File: config.mk
export PLATFORM = sky130hd
export DESIGN_NAME = fcmp_pred_unit
export DESIGN_NICKNAME = d
export VERILOG_FILES = /design/src/rtl/fcmp_pkg.sv /design/src/rtl/fcmp_classify.sv /design/src/rtl/fcmp_order.sv /design/src/rtl/fcmp_pred_unit.sv
export SDC_FILE = /design/constraint.sdc
export NUM_CORES = 1
export LEC_CHECK = 0
export BUFFER_PORTS_ARGS = -buffer_cell sky130_fd_sc_hd__buf_2
export CORE_UTILIZATION = 30
export CTS_CLUSTER_SIZE = 30
export DETAILED_ROUTE_END_ITERATION = 10
export HOLD_SLACK_MARGIN = 0.08
export PLACE_DENSITY = 0.69
export SYNTH_ARGS = -nofsm -noshare
export SYNTH_HDL_FRONTEND = slang
export SYNTH_SLANG_ARGS = --single-unit
File: constraint.sdc
create_clock -name clk_i -period 0.8 [get_ports clk_i]
set_input_delay 0.08 -clock clk_i [delete_from_list [all_inputs] [get_ports clk_i]]
set_output_delay 0.08 -clock clk_i [all_outputs]
set_load 0.05 [all_outputs]
File: src/rtl/fcmp_pkg.sv
package fcmp_pkg;
  localparam int OP_W     = 64;
  localparam int MAG_W    = OP_W - 1;
  localparam int SP_W     = 32;
  localparam int SP_EXP   = 8;
  localparam int SP_FRAC  = 23;
  localparam int DP_EXP   = 11;
  localparam int DP_FRAC  = 52;
  localparam int FUNC_W   = 6;
  localparam int MASK_W   = 3;

  typedef struct packed {
    logic             sign;
    logic [MAG_W-1:0] mag;
    logic             nan;
    logic             snan;
    logic             zero;
  } opnd_t;
endpackage

File: src/rtl/fcmp_classify.sv
module fcmp_classify
  import fcmp_pkg::*;
(
  input  logic            dbl_i,
  input  logic [OP_W-1:0] op_i,
  output opnd_t           cls_o
);
  localparam int SP_MAG = SP_W - 1;

  logic             sign, exp_ones, frac_nz, qbit;
  logic [MAG_W-1:0] mag;

  always_comb begin
    if (dbl_i) begin
      sign     = op_i[OP_W-1];
      mag      = op_i[MAG_W-1:0];
      exp_ones = &op_i[MAG_W-1 -: DP_EXP];
      frac_nz  = |op_i[DP_FRAC-1:0];
      qbit     = op_i[DP_FRAC-1];
    end else begin
      sign     = op_i[SP_W-1];
      mag      = {{(MAG_W-SP_MAG){1'b0}}, op_i[SP_MAG-1:0]};
      exp_ones = &op_i[SP_MAG-1 -: SP_EXP];
      frac_nz  = |op_i[SP_FRAC-1:0];
      qbit     = op_i[SP_FRAC-1];
    end
    cls_o.sign = sign;
    cls_o.mag  = mag;
    cls_o.nan  = exp_ones & frac_nz;
    cls_o.snan = exp_ones & frac_nz & ~qbit;
    cls_o.zero = (mag == '0);
  end
endmodule

File: src/rtl/fcmp_order.sv
module fcmp_order
  import fcmp_pkg::*;
(
  input  opnd_t a_i,
  input  opnd_t b_i,
  output logic  unord_o,
  output logic  eq_o,
  output logic  lt_o
);
  logic mag_lt, mag_gt, mag_eq;

  assign mag_lt = a_i.mag < b_i.mag;
  assign mag_gt = a_i.mag > b_i.mag;
  assign mag_eq = a_i.mag == b_i.mag;

  always_comb begin
    unord_o = a_i.nan | b_i.nan;
    // signed zeros collapse to equal
    eq_o    = ~unord_o & ((a_i.zero & b_i.zero) | ((a_i.sign == b_i.sign) & mag_eq));
    if (unord_o || eq_o)            lt_o = 1'b0;
    else if (a_i.sign != b_i.sign)  lt_o = a_i.sign;
    else if (a_i.sign)              lt_o = mag_gt;
    else                            lt_o = mag_lt;
  end
endmodule

File: src/rtl/fcmp_pred_unit.sv
module fcmp_pred_unit
  import fcmp_pkg::*;
#(
  parameter int CC_W = 3
) (
  input  logic              clk_i,
  input  logic              rst_ni,
  input  logic              valid_i,
  input  logic              fmt_i,
  input  logic [FUNC_W-1:0] func_i,
  input  logic [CC_W-1:0]   cc_idx_i,
  input  logic [OP_W-1:0]   op_a_i,
  input  logic [OP_W-1:0]   op_b_i,
  input  logic              inv_trap_en_i,
  output logic              cc_we_o,
  output logic [CC_W-1:0]   cc_idx_o,
  output logic              cc_val_o,
  output logic              inv_o
);
  logic [OP_W-1:0] ops [2];
  opnd_t           cls [2];

  assign ops[0] = op_a_i;
  assign ops[1] = op_b_i;

  for (genvar i = 0; i < 2; i++) begin : g_cls
    fcmp_classify u_cls (
      .dbl_i (fmt_i),
      .op_i  (ops[i]),
      .cls_o (cls[i])
    );
  end

  logic unord, eq, lt;

  fcmp_order u_ord (
    .a_i     (cls[0]),
    .b_i     (cls[1]),
    .unord_o (unord),
    .eq_o    (eq),
    .lt_o    (lt)
  );

  logic              is_cmp, sig_cmp, pred, inv_d, we_d;
  logic [MASK_W-1:0] mask;

  assign is_cmp  = valid_i & (func_i[FUNC_W-1:FUNC_W-2] == 2'b11);
  assign sig_cmp = func_i[MASK_W];
  assign mask    = func_i[MASK_W-1:0];
  assign pred    = |(mask & {lt, eq, unord});
  assign inv_d   = is_cmp & ((sig_cmp & unord) | cls[0].snan | cls[1].snan);
  assign we_d    = is_cmp & ~(inv_d & inv_trap_en_i);

  always_ff @(posedge clk_i or negedge rst_ni) begin
    if (!rst_ni) begin
      cc_we_o  <= 1'b0;
      cc_idx_o <= '0;
      cc_val_o <= 1'b0;
      inv_o    <= 1'b0;
    end else begin
      cc_we_o  <= we_d;
      cc_idx_o <= is_cmp ? cc_idx_i : '0;
      cc_val_o <= we_d & pred;
      inv_o    <= inv_d;
    end
  end
endmodule

==> impl_metrics.tcl <==
set metrics [dict create \
    post_drt_via_cell_ratio 5.30 \
    fin_crit_sh_pct 255 \
    die_y_um 96.8 \
    gr-total-overflow 0 \
    critPathMaxStageDelay_ns 0.30 \
    nFillCells 809 \
    antenna_left 0 \
    final_nets 853 \
    outcome "finished, violations left" \
    netlist_area_mm2 0.00270 \
    rsz0062_at_grt "true" \
    hold_path.class "in -> reg" \
    cp.required_ns 0.91 \
    yosysWarnings 0 \
    clockBufferDepth 2 \
    post_synth.cell_area_avg_um2 6.92 \
    end_kind "flip-flop" \
    layout.cells.non_filler 754 \
    setup_viol 9 \
    synthFlopType "dfrtp_1" \
    final_cell_mix "buf_2, buf_4, nand2_1" \
    drtPass1Iterations 4 \
    synth_seq_area_share_pct 5.57 \
    hold_viol_final 0 \
    arrival_ns 2.14 \
    coreArea_mm2 0.00872 \
    worst-setup-path-type "in -> reg" \
    violations "setup timing" \
    p_per_area_mw_per_mm2 588 \
    h-tree-depth 1 \
    ys_types 38 \
    synth.ff_latch_count 6 \
    ir_worst_vdd_uv 427 \
    io_pins 148 \
    critical_path.max_fanout 17 \
    cts_tree "yes" \
    die_x_um 96.8 \
    syn_inst 390 \
    grt_max_degree 18 \
    cap_violations 0 \
    fin_ws_ns -1.24 \
    post-route-min-period_ns 2.04 \
    synth_edf_count 0 \
    async_flop_share_pct 100 \
    vias 3994 \
    final_common_cell "buf_2" \
    grt_first_pass_wirelength_um 18300 \
    critPathSlowestCell "nor4_2" \
    area_growth_pct 87.2 \
    cts.sinks 6 \
    port_buffers 147 \
    fin_total_pwr_mw 2.97 \
    antenna_found_initial 0 \
    initial_core_util_pct 30.9 \
    fmax_mhz 491 \
    hpwl_um 9390 \
    wl_um 11100 \
    num_antenna_cells 0 \
    slew_violations 0 \
    row_count 34 \
    clk_pin_slew_ns 0.04 \
    cts_inserted_buffers 3 \
    die_area_mm2 0.00938 \
    cp-start-kind "input port" \
    hold_depth 2 \
    utilization_pct 57.9 \
    p_leak_nw 2.52 \
    gp_congestion 0.902 \
    dr.first_iter.drc_count 146 \
    place_inst 731 \
    grt_pass1_vias 4106 \
    relSlewSlack_pct 67.0 \
    wl_per_cell_um 14.7 \
    track_usage_pct 23.2 \
    drive_above_1_share_pct 48.9 \
    post-route-drc-count 0 \
    syn-num-nets 595 \
    cts-root-buf "clkbuf_8" \
    tightest_slew_ns 0.491 \
    cp_cell_sequence "buf_16 -> buf_8 -> and2_1 -> ha_1 -> nand4_1 -> nor4_2 -> buf_4 -> nand4_1 -> a31oi_2 -> nor4_2 -> mux2i_1 -> a31o_1" \
]
==> worst paths after layout <==
path,from,slack [ns],end
setup / recovery,fmt_i,-1.24,cc_val_o
hold / removal,cc_idx_i[0],0.08,cc_idx_o[0]
max in group asynchronous,rst_ni,0.45,cc_idx_o[0]
min in group asynchronous,rst_ni,0.21,cc_idx_o[1]
==> sequential cells by signal (all words and copies together), names as in the netlist <==
name / cells
cc_idx_o: 3
cc_val_o: 1
cc_we_o: 1
inv_o: 1
==> layer usage <==
layer	track usage (%)	vias to the layer above	share of wire [%]
met1	26.9	1832	42
li1	-	1994	-
met2	42.9	137	50
met4	8.96	0	3.3
met5	0	-	0
met3	2.96	31	5.0
==> critical path: cells and delay by family <==
kind / cells / cell delay [ns]
simple gates: 5 / 0.74
buf+inv: 3 / 0.44
mux: 1 / 0.15
fa+ha+maj: 1 / 0.29
compound gates: 2 / 0.44
==> kinds of logic after synthesis <==
logic type               share of synthesized area [%]
AO/OA/AOI/OAI                                     15.4
XOR/XNOR                                         0.649
adder cells (fa/ha/maj)                           29.2
buffers and inverters                             5.84
flip-flops                                        5.57
multiplexers                                      1.11
AND/OR/NAND/NOR                                   42.2
==> cells in the mapped netlist (all sizes together), types with 2 or more instances <==
cell / n / area (µm²)
a21boi: 2 / 15.0
nor3: 10 / 50.1
a22oi: 2 / 15.0
inv: 34 / 128
o31ai: 2 / 15.0
nand2b: 3 / 18.8
nand2: 53 / 199
a21o: 5 / 37.5
mux2i: 3 / 30.0
a21oi: 30 / 150
a211oi: 3 / 22.5
o21ai: 10 / 50.1
nor2: 13 / 48.8
dfrtp: 6 / 150
nand3: 9 / 45.0
a31oi: 2 / 12.5
clkbuf: 8 / 30.0
o31a: 3 / 26.3
nor4b: 2 / 17.5
ha: 63 / 788
nor4: 42 / 288
o32ai: 2 / 17.5
and2: 37 / 233
nand4: 34 / 213
==> per-stage QoR <==
stage / cell area [µm²] / hold WS, ns / setup WS [ns] / TNS, ns
floorplan: 3000 / -0.216 / -1.44 / -2.67
global placement: 4460 / -0.0925 / -1.75 / -4.56
detailed placement: 4460 / -0.0937 / -1.87 / -4.75
CTS: 4970 / 0.0801 / -1.21 / -3.06
global route: 5050 / 0.0915 / -1.35 / -3.53
finish: 5050 / 0.0790 / -1.24 / -3.16
==> repair_timing <==
| action | CTS | global route |
|---|---|---|
| pin swaps | 36 | 7 |
| resized for setup | 62 | 11 |
| buffers inserted | 13 | 1 |
| gates cloned | 3 | 0 |
| hold buffers | 3 | 0 |
| endpoints found under the hold margin | 8 | 0 |
| endpoints found under the setup margin | 9 | 9 |
==> final cells by class <==
cell class,count,area (µm²),area share [%]
clock buffer,3,41.3,0.818
inverter,34,128,2.53
multi-input combinational,342,2810,55.6
sequential,6,150,2.97
tap,108,135,2.68
timing repair buffer,261,1790,35.5
==> power breakdown <==
part	internal, mW	switching [mW]	total (mW)
Sequential	0.313	0.00340	0.316
Combinational	1.17	1.04	2.21
Clock	0.322	0.118	0.440
Note: power is estimated with default switching activity, not from simulation.
